==> src/rtl/birq_pkg.sv <==
package birq_pkg;
  // Register slot within one bank, taken from byte address bits [3:2]
  typedef enum logic [1:0] {
    RS_EVENT  = 2'd0,
    RS_ENABLE = 2'd1,
    RS_ACK    = 2'd2,
    RS_LEVEL  = 2'd3
  } reg_sel_e;

  localparam int OFS_W = 4;  // byte offset bits covering one bank
endpackage

==> src/rtl/birq_sync.sv <==
module birq_sync #(
  parameter int W      = 64,
  parameter int STAGES = 2
) (
  input  logic         clk,
  input  logic         rst_n,
  input  logic [W-1:0] d_i,
  output logic [W-1:0] q_o
);
  logic [W-1:0] stg_q [STAGES];
  logic [W-1:0] stg_d [STAGES];

  always_comb begin
    stg_d[0] = d_i;
    for (int s = 1; s < STAGES; s++) stg_d[s] = stg_q[s-1];
  end

  always_ff @(posedge clk or negedge rst_n) begin
    if (!rst_n) begin
      for (int s = 0; s < STAGES; s++) stg_q[s] <= '0;
    end else begin
      for (int s = 0; s < STAGES; s++) stg_q[s] <= stg_d[s];
    end
  end

  assign q_o = stg_q[STAGES-1];
endmodule

==> src/rtl/birq_bank.sv <==
module birq_bank #(
  parameter int           W        = 32,
  parameter logic [W-1:0] LVL_TYPE = '0
) (
  input  logic         clk,
  input  logic         rst_n,
  input  logic [W-1:0] lvl_i,
  input  logic         en_we_i,
  input  logic         ack_we_i,
  input  logic [W-1:0] wdata_i,
  output logic [W-1:0] evt_o,
  output logic [W-1:0] en_o,
  output logic [W-1:0] pend_o
);
  logic [W-1:0] prev_q, evt_q, en_q;
  logic [W-1:0] rise, ack_mask, evt_d;

  // edge detection on the synchronized input
  assign rise     = lvl_i & ~prev_q;
  assign ack_mask = ack_we_i ? wdata_i : '0;

  // a new edge is merged after the clear, so it survives a same-cycle ack
  always_comb begin
    evt_d = (evt_q & ~ack_mask) | (rise & en_q);
  end

  always_ff @(posedge clk or negedge rst_n) begin
    if (!rst_n) begin
      prev_q <= '0;
      evt_q  <= '0;
      en_q   <= '0;
    end else begin
      prev_q <= lvl_i;
      evt_q  <= evt_d;
      if (en_we_i) en_q <= wdata_i;
    end
  end

  assign evt_o  = evt_q;
  assign en_o   = en_q;
  assign pend_o = (evt_q | (lvl_i & LVL_TYPE)) & en_q;


  en_readback_chk: assert property (@(posedge clk) disable iff (!rst_n)
    en_we_i |=> (en_q == $past(wdata_i)));


  ack_clear_chk: assert property (@(posedge clk) disable iff (!rst_n)
    ack_we_i |=> ((evt_q & $past(wdata_i & ~rise)) == '0));


  no_masked_latch_chk: assert property (@(posedge clk) disable iff (!rst_n)
    (en_q != ~en_q) |=> ((evt_q & ~$past(evt_q) & ~$past(en_q)) == '0));


  edge_wins_chk: assert property (@(posedge clk) disable iff (!rst_n)
    (ack_we_i && |(rise & en_q & wdata_i)) |=>
      ((evt_q & $past(rise & en_q)) == $past(rise & en_q)));
endmodule

==> src/rtl/birq_prio.sv <==
module birq_prio #(
  parameter int N  = 64,
  parameter int VW = 6
) (
  input  logic          clk,
  input  logic          rst_n,
  input  logic [N-1:0]  pend_i,
  output logic [VW-1:0] vec_o,
  output logic          vld_o
);
  // later (higher) indices overwrite lower ones: highest number wins
  always_comb begin
    vec_o = '0;
    vld_o = 1'b0;
    for (int i = 0; i < N; i++) begin
      if (pend_i[i]) begin
        vec_o = VW'(i);
        vld_o = 1'b1;
      end
    end
  end


  win_highest_chk: assert property (@(posedge clk) disable iff (!rst_n)
    vld_o |-> ((pend_i >> vec_o) == N'(1)));


  idle_chk: assert property (@(posedge clk) disable iff (!rst_n)
    !vld_o |-> (pend_i == '0 && vec_o == '0));
endmodule

==> src/rtl/banked_irq_ctrl.sv <==
module banked_irq_ctrl
  import birq_pkg::*;
#(
  parameter int NUM_BANKS   = 2,
  parameter int BANK_W      = 32,
  parameter int SYNC_STAGES = 2,
  parameter int ADDR_W      = 6,
  parameter int BANK0_BASE  = 32'h20,
  parameter int BANK_STEP   = 32'h10,
  parameter logic [NUM_BANKS*BANK_W-1:0] LEVEL_TYPE = '0
) (
  input  logic                        clk,
  input  logic                        rst_n,
  input  logic [NUM_BANKS*BANK_W-1:0] src_i,
  input  logic [ADDR_W-1:0]           reg_addr_i,
  input  logic                        reg_wr_i,
  input  logic                        reg_rd_i,
  input  logic [BANK_W-1:0]           reg_wdata_i,
  output logic [BANK_W-1:0]           reg_rdata_o,
  output logic                        irq_o,
  output logic [$clog2(NUM_BANKS*BANK_W)-1:0] vec_o,
  output logic                        vec_vld_o
);
  localparam int NSRC = NUM_BANKS * BANK_W;
  localparam int VW   = $clog2(NSRC);

  // reset: asserted asynchronously, released on the clock
  logic rst_meta_q, rst_sync_q;
  always_ff @(posedge clk or negedge rst_n) begin
    if (!rst_n) begin
      rst_meta_q <= 1'b0;
      rst_sync_q <= 1'b0;
    end else begin
      rst_meta_q <= 1'b1;
      rst_sync_q <= rst_meta_q;
    end
  end

  logic [NSRC-1:0] src_sync;
  birq_sync #(.W(NSRC), .STAGES(SYNC_STAGES)) u_sync (
    .clk  (clk),
    .rst_n(rst_sync_q),
    .d_i  (src_i),
    .q_o  (src_sync)
  );

  reg_sel_e sel;
  logic     aligned;
  assign sel     = reg_sel_e'(reg_addr_i[3:2]);
  assign aligned = (reg_addr_i[1:0] == 2'b00);

  logic [NUM_BANKS-1:0] hit, en_we, ack_we;
  logic [BANK_W-1:0]    evt_w  [NUM_BANKS];
  logic [BANK_W-1:0]    en_w   [NUM_BANKS];
  logic [BANK_W-1:0]    pend_w [NUM_BANKS];
  logic [NSRC-1:0]      pend_all;

  for (genvar b = 0; b < NUM_BANKS; b++) begin : g_bank
    localparam logic [ADDR_W-1:0] BASE = ADDR_W'(BANK0_BASE - b * BANK_STEP);

    assign hit[b]    = aligned && (reg_addr_i[ADDR_W-1:OFS_W] == BASE[ADDR_W-1:OFS_W]);
    assign en_we[b]  = reg_wr_i && hit[b] && (sel == RS_ENABLE);
    assign ack_we[b] = reg_wr_i && hit[b] && (sel == RS_ACK);

    birq_bank #(
      .W       (BANK_W),
      .LVL_TYPE(LEVEL_TYPE[b*BANK_W +: BANK_W])
    ) u_bank (
      .clk     (clk),
      .rst_n   (rst_sync_q),
      .lvl_i   (src_sync[b*BANK_W +: BANK_W]),
      .en_we_i (en_we[b]),
      .ack_we_i(ack_we[b]),
      .wdata_i (reg_wdata_i),
      .evt_o   (evt_w[b]),
      .en_o    (en_w[b]),
      .pend_o  (pend_w[b])
    );

    assign pend_all[b*BANK_W +: BANK_W] = pend_w[b];
  end

  // read path
  logic [BANK_W-1:0] rd_mux;
  always_comb begin
    rd_mux = '0;
    for (int b = 0; b < NUM_BANKS; b++) begin
      if (hit[b]) begin
        case (sel)
          RS_EVENT:  rd_mux = evt_w[b];
          RS_ENABLE: rd_mux = en_w[b];
          RS_LEVEL:  rd_mux = src_sync[b*BANK_W +: BANK_W];
          default:   rd_mux = '0;
        endcase
      end
    end
  end

  logic [BANK_W-1:0] rdata_q;
  always_ff @(posedge clk or negedge rst_sync_q) begin
    if (!rst_sync_q) begin
      rdata_q <= '0;
    end else if (reg_rd_i) begin
      rdata_q <= rd_mux;
    end
  end
  assign reg_rdata_o = rdata_q;

  logic vld;
  birq_prio #(.N(NSRC), .VW(VW)) u_prio (
    .clk   (clk),
    .rst_n (rst_sync_q),
    .pend_i(pend_all),
    .vec_o (vec_o),
    .vld_o (vld)
  );

  assign vec_vld_o = vld;
  assign irq_o     = vld;


  ack_reads_zero_chk: assert property (@(posedge clk) disable iff (!rst_sync_q)
    (reg_rd_i && |hit && sel == RS_ACK) |=> (reg_rdata_o == '0));


  irq_follows_pend_chk: assert property (@(posedge clk) disable iff (!rst_sync_q)
    irq_o == (pend_all != '0));
endmodule

==> config.mk <==
export PLATFORM = sky130hd
export DESIGN_NAME = banked_irq_ctrl
export DESIGN_NICKNAME = d
export VERILOG_FILES = /design/src/rtl/birq_pkg.sv /design/src/rtl/birq_sync.sv /design/src/rtl/birq_bank.sv /design/src/rtl/birq_prio.sv /design/src/rtl/banked_irq_ctrl.sv
export SDC_FILE = /design/constraint.sdc
export NUM_CORES = 1
export LEC_CHECK = 0
export BUFFER_PORTS_ARGS = -buffer_cell sky130_fd_sc_hd__buf_2
export CAP_MARGIN = 25
export CORE_MARGIN = 8
export CORE_UTILIZATION = 50
export CTS_CLUSTER_DIAMETER = 150
export CTS_CLUSTER_SIZE = 25
export DETAILED_ROUTE_END_ITERATION = 8
export GPL_ROUTABILITY_DRIVEN = 0
export PLACE_DENSITY_LB_ADDON = 0.12
export SYNTH_ARGS = -nofsm -noshare
export SYNTH_HDL_FRONTEND = slang
export SYNTH_SLANG_ARGS = --single-unit
==> constraint.sdc <==
create_clock -name clk -period 16.38 [get_ports clk]
set_input_delay 2.457 -clock clk [delete_from_list [all_inputs] [get_ports clk]]
set_output_delay 2.457 -clock clk [all_outputs]
set_load 0.02 [all_outputs]
==> impl_metrics.xml <==
<?xml version="1.0" encoding="UTF-8"?>
<metrics>
  <group name="outcome">
    <metric name="outcome" unit="">finished, final reports clean</metric>
  </group>
  <group name="placement">
    <metric name="dp.final_hpwl" unit="um">22000</metric>
    <metric name="dpl_cell_area" unit="mm2">0.0148</metric>
    <metric name="dp.cells" unit="">1492</metric>
    <metric name="port_buffers" unit="">145</metric>
  </group>
  <group name="global_route">
    <metric name="grt_pass1_wl" unit="um">53200</metric>
    <metric name="grt_start_max_net_pins" unit="">81</metric>
    <metric name="grt.overflow.total" unit="">0</metric>
    <metric name="grt_antenna_before_repair" unit="">1</metric>
    <metric name="met3_usage" unit="%">3.61</metric>
    <metric name="first_global_vias" unit="">9285</metric>
    <metric name="grt.total_usage" unit="%">20.1</metric>
    <metric name="top_usage_layer" unit="">met2</metric>
    <metric name="grt.met2_usage" unit="%">30.9</metric>
    <metric name="grt.met1_usage" unit="%">29.2</metric>
  </group>
  <group name="power_and_ir_drop">
    <metric name="seq_power_share" unit="%">56.6</metric>
    <metric name="clockPowerShare" unit="%">25.0</metric>
    <metric name="power.density_cell_area" unit="mW/mm2">126</metric>
    <metric name="cellLeakagePower" unit="uW">0.00692</metric>
    <metric name="power_report.internal_total" unit="uW">1360</metric>
    <metric name="combPwrFrac" unit="%">18.4</metric>
    <metric name="worst_ir_drop_vdd" unit="V">0.000107</metric>
    <metric name="switching_power" unit="uW">579</metric>
    <metric name="power.share.switching" unit="%">29.8</metric>
  </group>
  <group name="timing">
    <metric name="finalSetupViolations" unit="">0</metric>
    <metric name="worst_case_headroom_to_the_max_slew_limit" unit="%">28.6</metric>
    <metric name="skew" unit="ns">0.0208</metric>
    <metric name="max_freq" unit="MHz">190</metric>
    <metric name="grt_setup_unrepaired" unit="">no</metric>
    <metric name="fin_tns_setup" unit="ns">0</metric>
    <metric name="period_needed" unit="ns">5.27</metric>
    <metric name="timing.final.crit_share" unit="%">32.2</metric>
    <metric name="worst_pin_slew" unit="ns">1.07</metric>
    <metric name="drv_slew" unit="">0</metric>
    <metric name="timing_hold_violations_final" unit="">0</metric>
  </group>
  <group name="clock_network">
    <metric name="h-tree-depth" unit="">1</metric>
    <metric name="clk_root_buffer_cell" unit="">sky130_fd_sc_hd__clkbuf_16</metric>
    <metric name="cts.repair.resized" unit="">0</metric>
    <metric name="cts_hold_repair.buffers" unit="">0</metric>
    <metric name="cts_setup_buffers" unit="">0</metric>
    <metric name="cts_tree" unit="">yes</metric>
    <metric name="clk_latency" unit="ns">0.52</metric>
    <metric name="cts_num_sinks" unit="">354</metric>
    <metric name="clk_path_buf_depth" unit="">3</metric>
    <metric name="clock_buffers_created_by_tritoncts" unit="">18</metric>
    <metric name="clk_pin_slew_worst_paths" unit="ns">0.10</metric>
  </group>
  <group name="cells_and_area">
    <metric name="nFillCells" unit="">2311</metric>
    <metric name="fin_util" unit="%">57.0</metric>
    <metric name="post_route_cells_drive_above_1_share" unit="%">25.4</metric>
    <metric name="diodes" unit="">0</metric>
    <metric name="final-seq-area" unit="mm2">0.00886</metric>
    <metric name="fin_cells" unit="">1515</metric>
    <metric name="final_net_count" unit="">1279</metric>
    <metric name="multi_input_comb_area" unit="mm2">0.00451</metric>
    <metric name="synth_to_final_area_change" unit="%">11.9</metric>
    <metric name="design_area" unit="mm2">0.0154</metric>
  </group>
  <group name="detailed_routing">
    <metric name="wl_per_cell" unit="um">22.0</metric>
    <metric name="remaining_drc_errors" unit="">0</metric>
    <metric name="wirelength" unit="um">33400</metric>
    <metric name="drt_pre_antenna_iters" unit="">5</metric>
    <metric name="drt-vias-per-instance" unit="">5.95</metric>
    <metric name="vias" unit="">9018</metric>
    <metric name="dr.first_iter.drc_count" unit="">732</metric>
    <metric name="antenna_violating_nets_post_route" unit="">0</metric>
  </group>
  <group name="critical_path">
    <metric name="reg2reg_setup_slack" unit="ns">13.80</metric>
    <metric name="cpPeakStageDelay" unit="ns">0.48</metric>
    <metric name="worst_setup_path_category" unit="">reg2out</metric>
    <metric name="worst_ep_required" unit="ns">13.92</metric>
    <metric name="worstPathArrival" unit="ns">2.81</metric>
    <metric name="cell_at_the_slowest_stage_of_the_critical_path" unit="">sky130_fd_sc_hd__o31ai_1</metric>
    <metric name="critical_path.startpoint_type" unit="">flop</metric>
    <metric name="crit_fanout" unit="">4</metric>
    <metric name="timing.critical_path.cells" unit="">and2_1 &gt; a21oi_1 &gt; a311oi_1 &gt; o311ai_1 &gt; a31oi_1 &gt; o31ai_1 &gt; buf_2</metric>
    <metric name="worstSetupStartpoint" unit="">g_bank[0].u_bank.en_o[11]</metric>
    <metric name="worst_setup_path_end_kind" unit="">output pin</metric>
    <metric name="critical_r2r_launch" unit="">rst_sync_q</metric>
  </group>
  <group name="worst_hold_path">
    <metric name="worstHoldStart" unit="">u_sync.stg_d[57]</metric>
    <metric name="min_path_type" unit="">reg2reg</metric>
  </group>
  <group name="synth">
    <metric name="synth_top_flop_cell" unit="">sky130_fd_sc_hd__dfrtp_1</metric>
    <metric name="synthesis.instances" unit="">1042</metric>
    <metric name="synth_enable_flop_cells" unit="">0</metric>
    <metric name="mappedNetlistArea" unit="mm2">0.0138</metric>
    <metric name="synth.yosys.warnings" unit="">0</metric>
    <metric name="ys_types" unit="">49</metric>
    <metric name="synth-seq-cells" unit="">354</metric>
    <metric name="syn-mean-instance-area" unit="um2">13.2</metric>
    <metric name="syn_nets" unit="">1148</metric>
    <metric name="sequential_cell_area_fraction_in_the_yosys_report" unit="%">64.4</metric>
    <metric name="synth_async_sr_flop_share" unit="%">100</metric>
  </group>
  <group name="floorplan">
    <metric name="die-area" unit="mm2">0.0331</metric>
    <metric name="fp.coreArea" unit="mm2">0.0270</metric>
    <metric name="number_of_cell_rows" unit="">60</metric>
    <metric name="floorplan.initialDensity" unit="%">50.9</metric>
    <metric name="ios" unit="">146</metric>
    <metric name="fp.dieH" unit="um">182</metric>
    <metric name="die_wd" unit="um">182</metric>
  </group>
  <group name="job">
    <metric name="cap_viol_max_count" unit="">0</metric>
  </group>
</metrics>
[synth_stat cells (4+ instances only)]
cell	n	area, um2
sky130_fd_sc_hd__nor2_1	9	33.8
sky130_fd_sc_hd__buf_2	10	50.1
sky130_fd_sc_hd__dfrtp_1	354	8860
sky130_fd_sc_hd__o211ai_1	4	30.0
sky130_fd_sc_hd__a22o_1	10	87.6
sky130_fd_sc_hd__nand3b_1	4	30.0
sky130_fd_sc_hd__a221oi_1	7	61.3
sky130_fd_sc_hd__a21oi_1	10	50.1
sky130_fd_sc_hd__a22oi_1	73	548
sky130_fd_sc_hd__buf_1	6	22.5
sky130_fd_sc_hd__o21a_1	33	248
sky130_fd_sc_hd__clkbuf_1	29	109
sky130_fd_sc_hd__a32o_1	62	621
sky130_fd_sc_hd__o21ai_0	5	25.0
sky130_fd_sc_hd__o2111ai_1	4	35.0
sky130_fd_sc_hd__nand2_1	130	488
sky130_fd_sc_hd__o221ai_1	32	280
sky130_fd_sc_hd__a32oi_1	6	52.6
sky130_fd_sc_hd__o21ai_1	7	35.0
sky130_fd_sc_hd__nand3_1	10	50.1
sky130_fd_sc_hd__nor3_1	5	25.0
sky130_fd_sc_hd__a31oi_1	5	31.3
sky130_fd_sc_hd__mux2_2	107	1200
sky130_fd_sc_hd__inv_1	63	236
sky130_fd_sc_hd__mux2_1	21	236
[worst max-delay path, delay by kind of cell, from the launching register on]
family                 cells  cell delay [ns]
AOI/OAI and AO/OA          5             1.40
DFF                        1             0.41
buffers and inverters      1             0.26
and+or+nand+nor            1             0.22
[routing by layer]
metal / wire [um] / vias to the layer above
li1: - / 4099
met1: 15700 / 4631
met2: 15200 / 230
met4: 793 / 2
met5: 13 / -
met3: 1700 / 56
[logic make-up (layout without fill, tap and decap cells)]
family / Yosys count / in the layout / share of synthesized area (%)
DFF: 354 / 354 / 64.4
AOI/OAI and AO/OA: 277 / 277 / 16.7
and+or+nand+nor: 173 / 173 / 5.29
muxes: 128 / 128 / 10.5
buffers and inverters: 109 / 241 / 3.09
other: 1 / 1 / 0.0273
[final timing paths]
| kind | cells past startpoint | to |
|---|---|---|
| setup / recovery | 7 | vec_o[2] |
| hold / removal | 0 | u_sync.q_o[57] |
| setup reg to reg | 2 | u_sync.stg_d[61] |
| hold reg to reg | 0 | u_sync.q_o[57] |
| max in group asynchronous | 2 | u_sync.stg_d[61] |
| min in group asynchronous | 0 | u_sync.stg_d[46] |
[state kept, by name, indices dropped and copies added, names as in the netlist]
register              cells
g_bank.u_bank.en_o       64
g_bank.u_bank.evt_o      64
g_bank.u_bank.prev_q     64
u_sync.q_o               64
u_sync.stg_d             64
reg_rdata_o              32
rst_meta_q                1
rst_sync_q                1
[power by group through the flow]
stage          clock, uW  combinational, uW  sequential, uW
2_1_floorplan          0                238            1090
3_3_place_gp           0                348            1110
3_5_place_dp           0                356            1110
4_1_cts              501                358            1100
5_1_grt              530                392            1120
6_report             486                357            1100
[cell usage in the layout, fill, tap and decap left out, drive strengths merged, types with 5 or more instances in the layout]
cell type,instances
dfrtp,354
nor2,10
a221oi,8
o21a,33
nand2,131
nand3,10
a32o,62
nor3,5
a22oi,75
inv,63
buf,157
clkbuf,20
o21ai,12
a22o,10
a31oi,5
o221ai,32
mux2,128
a21oi,10
a32oi,6
[metrics by stage]
stage               total power (uW)  setup slack (ns)  hold slack [ns]
detailed placement              1470             11.25            0.335
global placement                1460             11.34            0.331
global route                    2040             10.85            0.342
CTS                             1960             11.00            0.333
finish                          1940             11.11            0.330
floorplan                       1330              5.78            0.331
[cell type report]
cell class	count	area share [%]
flip-flops and latches	354	57.6
repair buffers	157	5.56
clock inverters	1	0.195
well taps	341	2.77
inverters	63	1.54
multi-input cells	579	29.3
clock buffers	20	3.11
(Power assumes the default switching activity.)
